### src/rtl/mul_hazard_pkg.sv
package mul_hazard_pkg;
  typedef enum logic [2:0] {
    CLS_OTHER   = 3'd0,
    CLS_MUL     = 3'd1,
    CLS_MAC     = 3'd2,
    CLS_ACC_REG = 3'd3,
    CLS_ACC_MEM = 3'd4
  } instClass_e;

  typedef struct packed {
    logic start;   // multiplier begins after this MA cycle
    logic isLong;  // double-length occupancy
  } mulStrobe_t;
endpackage

### src/rtl/mul_hazard_ctrl.sv
module mul_hazard_ctrl
  import mul_hazard_pkg::*;
(
  input  logic       clk,
  input  logic       rst,
  input  logic       maValid,
  input  logic [2:0] maClass,
  input  logic       maLong,
  input  logic       busy,
  output logic       stall,
  output mulStrobe_t strobe
);
  logic secondPhase;

  always_comb begin
    stall         = 1'b0;
    strobe.start  = 1'b0;
    strobe.isLong = maLong;
    if (maValid) begin
      case (maClass)
        CLS_MUL: begin
          if (busy) stall = 1'b1;
          else strobe.start = 1'b1;
        end
        CLS_MAC: begin
          if (!secondPhase) stall = 1'b1;
          else if (busy) stall = 1'b1;
          else strobe.start = 1'b1;
        end
        CLS_ACC_REG, CLS_ACC_MEM: stall = busy;
        default: stall = 1'b0;
      endcase
    end
  end

  always_ff @(posedge clk) begin
    if (rst) secondPhase <= 1'b0;
    else if (maValid && maClass == CLS_MAC && !secondPhase) secondPhase <= 1'b1;
    else if (strobe.start || !(maValid && maClass == CLS_MAC)) secondPhase <= 1'b0;
  end
endmodule

### src/rtl/mul_hazard_dp.sv
module mul_hazard_dp
  import mul_hazard_pkg::*;
#(
  parameter int SHORT_CYC = 2,
  parameter int LONG_CYC  = 4
) (
  input  logic       clk,
  input  logic       rst,
  input  mulStrobe_t strobe,
  output logic       busy
);
  localparam int CntW = $clog2(LONG_CYC + 1);
  localparam logic [CntW-1:0] ShortVal = CntW'(SHORT_CYC);
  localparam logic [CntW-1:0] LongVal  = CntW'(LONG_CYC);

  logic [CntW-1:0] remain;

  always_ff @(posedge clk) begin
    if (rst) remain <= '0;
    else if (strobe.start) remain <= strobe.isLong ? LongVal : ShortVal;
    else if (remain != '0) remain <= remain - 1'b1;
  end

  assign busy = (remain != '0);
endmodule

### src/rtl/mul_hazard_top.sv
module mul_hazard_top #(
  parameter int SHORT_CYC = 2,
  parameter int LONG_CYC  = 4
) (
  input  logic       clk,
  input  logic       rst,
  input  logic       maValid,
  input  logic [2:0] maClass,
  input  logic       maLong,
  output logic       stall,
  output logic       mulBusy
);
  mul_hazard_pkg::mulStrobe_t strobe;

  mul_hazard_ctrl u_ctrl (
    .clk(clk), .rst(rst), .maValid(maValid), .maClass(maClass),
    .maLong(maLong), .busy(mulBusy), .stall(stall), .strobe(strobe)
  );

  mul_hazard_dp #(.SHORT_CYC(SHORT_CYC), .LONG_CYC(LONG_CYC)) u_dp (
    .clk(clk), .rst(rst), .strobe(strobe), .busy(mulBusy)
  );
endmodule

### config.mk
export PLATFORM = sky130hd
export DESIGN_NAME = mul_hazard_top
export DESIGN_NICKNAME = d
export VERILOG_FILES = /design/src/rtl/mul_hazard_pkg.sv /design/src/rtl/mul_hazard_ctrl.sv /design/src/rtl/mul_hazard_dp.sv /design/src/rtl/mul_hazard_top.sv
export SDC_FILE = /design/constraint.sdc
export NUM_CORES = 1
export LEC_CHECK = 0
export BUFFER_PORTS_ARGS = -buffer_cell sky130_fd_sc_hd__buf_2
export CORE_AREA = 3 3 40 42
export CTS_CLUSTER_SIZE = 28
export DETAILED_ROUTE_END_ITERATION = 8
export DIE_AREA = 0 0 43 45
export GPL_ROUTABILITY_DRIVEN = 0
export GPL_TIMING_DRIVEN = 0
export HOLD_SLACK_MARGIN = 0.15
export PLACE_DENSITY_LB_ADDON = 0.2
export SYNTH_ARGS = -nofsm -noshare
export SYNTH_HDL_FRONTEND = slang
export SYNTH_SLANG_ARGS = --single-unit
### constraint.sdc
create_clock -name clk -period 1.21 [get_ports clk]
set_input_delay 0.242 -clock clk [delete_from_list [all_inputs] [get_ports clk]]
set_output_delay 0.242 -clock clk [all_outputs]
set_load 0.005 [all_outputs]
### Word-level counts from Yosys, hierarchy flattened

Index checks and enable logic that the tools add are counted.

* bits of input ports: 7
* register bits: 4

* muxes and demuxes: 13
* add/subtract/negate cells: 1
* reduce and logical (&&, ||, !) cells: 9
* equality and inequality tests: 4

Operators with widths (number)
* $mux W3: 3
* $mux W1: 8
* $eq A3 B2 Y1 const B: 2
* $reduce_bool A2 Y1: 2
* $eq A3 B1 Y1 const B: 1
* $eq A3 B3 Y1 const B: 1
* $pmux W1 S3: 1
* $reduce_bool A3 Y1: 1
* $sub A3 B1 Y3 const B: 1
* $logic_and A1 B1 Y1: 2
* $logic_not A1 Y1: 2
* $pmux W1 S2: 1
* $reduce_or A2 Y1: 1
* $logic_or A1 B1 Y1: 1

### Longest topological paths before layout

* depth after elaboration: 8
* gate-level depth with buffers: 7
* mapped depth without buffers: 6

### By module

A second synthesis with hierarchy kept.

* cells, all modules: 33
* area total of the unflattened synthesis: 287.8 sq um

Modules (own cells, without submodules)
* mul_hazard_dp: times used 1, area an instance 178.9 sq um, cells an instance 18
* mul_hazard_ctrl: times used 1, area an instance 108.9 sq um, cells an instance 15

### Least setup slack after synthesis

No wires, ideal clock.

* path kind: register to output
* start: register u_dp.remain[0]
* end: output stall
* buffers on the path: 1
* path slack: -0.170 ns
* cell stages (with the launch flop): 8
* arrival time: 1.138 ns
* required time: 0.968 ns
* cell sequence: dfxtp_1 > inv_1 > ha_1 > nand2b_2 > buf_6 > o21ai_0 > o22a_1 > nor2_1

* word-level cells in the longest chain between the ends: 5

Ends and longest elaborated chain
* from (decl): RTL line mul_hazard_dp.sv:16 `logic [CntW-1:0] remain;`
* from (signal assigned): RTL line mul_hazard_dp.sv:20 `else if (strobe.start) remain <= strobe.isLong ? LongVal : ShortVal;`
* from (signal assigned): RTL line mul_hazard_dp.sv:21 `else if (remain != '0) remain <= remain - 1'b1;`
* $reduce_bool A3 Y1 (*): RTL line mul_hazard_dp.sv:24 `assign busy = (remain != '0);`
* named net mulBusy: RTL line mul_hazard_top.sv:11 `output logic mulBusy`
* $mux W1: RTL line mul_hazard_ctrl.sv:22, mul_hazard_ctrl.sv:27
* $mux W1: RTL line mul_hazard_ctrl.sv:26 `if (!secondPhase) stall = 1'b1;`
* $pmux W1 S3 (*): RTL line mul_hazard_ctrl.sv:20 `case (maClass)`
* $mux W1 (*): RTL line mul_hazard_ctrl.sv:19 `if (maValid) begin`
* to (decl): RTL line mul_hazard_top.sv:10 `output logic stall,`

The timed path passes the listed nets; every way through them passes the cells marked *.

### Worst setup path after layout

* start: register u_dp.remain[0]
* end: output stall

* word-level cells in the longest chain between the ends: 5

Ends and longest elaborated chain (RTL line)
* $reduce_bool A3 Y1 (*): mul_hazard_dp.sv:24
* $mux W1: mul_hazard_ctrl.sv:22, mul_hazard_ctrl.sv:27
* $mux W1: mul_hazard_ctrl.sv:26
* $pmux W1 S3 (*): mul_hazard_ctrl.sv:20
* $mux W1 (*): mul_hazard_ctrl.sv:19

Every way passes the cells marked *; elsewhere a longest branch is shown, timed or not.

==> impl_results.md <==
- Status: finished, violations left
- Failing checks: setup timing
- Ant diodes: 0
- Vias: 271
- Unrepaired setup endpoints after global routing: yes
- DR iter-0 viols: 1
- Leading cell type in the layout, fill and taps excluded: buf_2
- Clock root cell: clkbuf_4
- Sequential Area: 82.6 sq um
- Clock Sinks: 4
- Hold slack: 0.220 ns
- Synth area leader: dfxtp_1
- Mean Syn Cell Area: 8.61 sq um
- Cells after Synth: 34
- CP arrival: 1.28 ns
- Fmax: 658 MHz
- Number of nets with antenna violations after routing: 0
- Num rows: 13
- # DRC: 0
- Hold_sp: rst
- Worst Tran Pin Value: 0.360 ns
- Final Hold Fails: 0
- GRT Max-Usage Layer: met2
- Netlist cell types: 20
- FF+latch count, synth: 4
- Largest cells by area after synthesis: dfxtp_1 (27%), a2111oi_4 (9.4%), ha_1 (8.5%)
- End of the worst register-to-register path: u_dp.remain[1]$_SDFFE_PP0P_
- Peak VDD IR: 1020 uV
- Most frequent cells in the layout: buf_2 (8), buf_4 (5), nor2_1 (4)
- Max_cap viols: 0
- Pwr Density: 2190 nW/um^2
- Die height: 45 um
- TritonCTS Buffers: 3
- Total grt overflow: 0
- Met3 usage in global routing: 0.0279
- Ports: 9
- Period utilisation layout: 1.26
- Hold Crit Class: in2reg
- Worst Skew: 0.000824 ns
- Core ar.: 1280 sq um
- Crit end category: output port
- Setup CP Type: reg2out
- Hold Crit Depth: 2
- Post-DR vias/cell: 4.23
- Fraction of layout cells with a size suffix above 1: 0.490
- Worst Path Max Fanout: 4
- Clk_lat worst skew: 0.22 ns
- CP required: 0.97 ns
- Layout fillers: 144
- Max-slew headroom: 0.760
- Final #Nets: 60
- Port Buf Inserts: 8
- Multi-input gate area: 200 sq um
- Mapped Area: 293 sq um
- Initial antenna violation count: 0
- Max Slew Vio Count: 0
- Synth top area share: 0.274
- Worst R2R Setup Slack: -0.23 ns
- Die area: 1940 sq um
- Minimum clock period: 1.52 ns
- Gr usage total: 0.0641
- Global-route wire length before repair: 869 um
- Vias in the first global route: 226
- Sequential area share after synthesis: 0.274
- CTS H-tree lvls: 1
- Die width: 43 um
- WL/cell: 8.50 um
- Reg clk slew, reported paths: 0.03 ns
- Met1 Use GR: 0.0651
- Synth-to-Final Area Change: 43.6%
- Total wire length: 544 um
- Yosys warning total: 0
- Worst Setup Start Kind: flip-flop
- Starting Density: 0.228
- Worst hold endpoint: u_dp.remain[1]$_SDFFE_PP0P_
- M2 GR Usage: 0.0928
- Leak Pwr: 0.000178 uW
- Clock Path Buffers: 2
- # setup viols final: 4
- R2R depth: 7
- Pre-CTS WS: -0.209 ns
- Final setup margin: -0.311 ns
- Largest net degree at the start of global routing: 6
- Syn Nets: 43
- CTS tree: done
- Critical R2R Launch: u_dp.remain[0]$_SDFFE_PP0P_
- DR pass1 iterations: 4
layout make-up:
| cell class | count | area share |
|---|---|---|
| Timing Repair Buffer | 13 | 0.185 |
| Tap cell | 15 | 0.0446 |
| Sequential cell | 4 | 0.196 |
| Inverter | 5 | 0.0446 |
| Clock buffer | 3 | 0.0536 |
| Multi-Input combinational cell | 24 | 0.476 |
report_power, final:
group / internal (uW) / switching (uW)
combinational: 320 / 237
clock: 110 / 43.6
sequential: 183 / 29.2
total: 612 / 310
worst max path at each step:
| stage | start | to | slack, ns | cells past startpoint |
|---|---|---|---|---|
| detailed placement | u_dp.remain[0]$_SDFFE_PP0P_ | stall | -0.21 | 8 |
| CTS | u_dp.remain[0]$_SDFFE_PP0P_ | stall | -0.32 | 7 |
| global placement | u_dp.remain[0]$_SDFFE_PP0P_ | stall | -0.21 | 8 |
| global route | u_dp.remain[0]$_SDFFE_PP0P_ | stall | -0.39 | 7 |
| finish | u_dp.remain[0]$_SDFFE_PP0P_ | stall | -0.31 | 7 |
| floorplan | u_dp.remain[0]$_SDFFE_PP0P_ | stall | -0.09 | 7 |
cells by family after synthesis:
| group | synth area share |
|---|---|
| AND/OR/NAND/NOR | 0.226 |
| AO/OA/AOI/OAI | 0.248 |
| adder cells (fa/ha/maj) | 0.0855 |
| buffers and inverters | 0.103 |
| XOR/XNOR | 0.0299 |
| flip-flops | 0.274 |
| multiplexers | 0.0342 |
worst max-delay path: stages, from the launching register on:
cell	delay, ns
dfxtp_2	0.32
inv_2	0.08
ha_4	0.14
nand2b_4	0.06
a31oi_1	0.17
o22a_1	0.14
nor2_1	0.03
buf_2	0.12
timing repair:
item / 4_1_cts / 5_1_grt
setup buffers: 3 / 2
setup endpoints to repair: 5 / 5
resized for setup: 0 / 0
endpoints found under the hold margin: 0 / 0
hold buffers: 0 / 0
pin swaps: 3 / 3
routing by layer:
metal  vias up  share of wire
li1        148              -
met1       119           0.49
met2         4           0.47
met3         0          0.042
met4         0              0
met5         -              0
flip-flops by register name, summed over array words and instances (netlist names):
register,flops
u_ctrl.secondPhase,1
u_dp.remain,3
synth_stat cells (all sizes together):
cell type  n
a31oi      1
ha         2
o22a       1
xnor2      1
mux2i      1
a2111oi    1
nor3b      1
inv        5
buf        1
nand2b     3
nor4       1
nor2       4
a21oi      2
a211o      1
nand2      1
o21ai      2
dfxtp      4
nor3       1
nand3b     1
through the flow:
| step | TNS [ns] | area (sq um) | std cells | total power (uW) | util |
|---|---|---|---|---|---|
| 2_1_floorplan | -0.116 | 313 | 34 | 621 | - |
| 3_3_place_gp | -0.423 | 372 | 57 | 723 | 0.289 |
| 3_5_place_dp | -0.419 | 372 | 57 | 717 | 0.289 |
| 4_1_cts | -0.633 | 405 | 62 | 897 | 0.315 |
| 5_1_grt | -1.24 | 420 | 64 | 1010 | 0.327 |
| 6_report | -0.847 | 420 | 64 | 922 | 0.327 |
(Power assumes the default switching activity.)
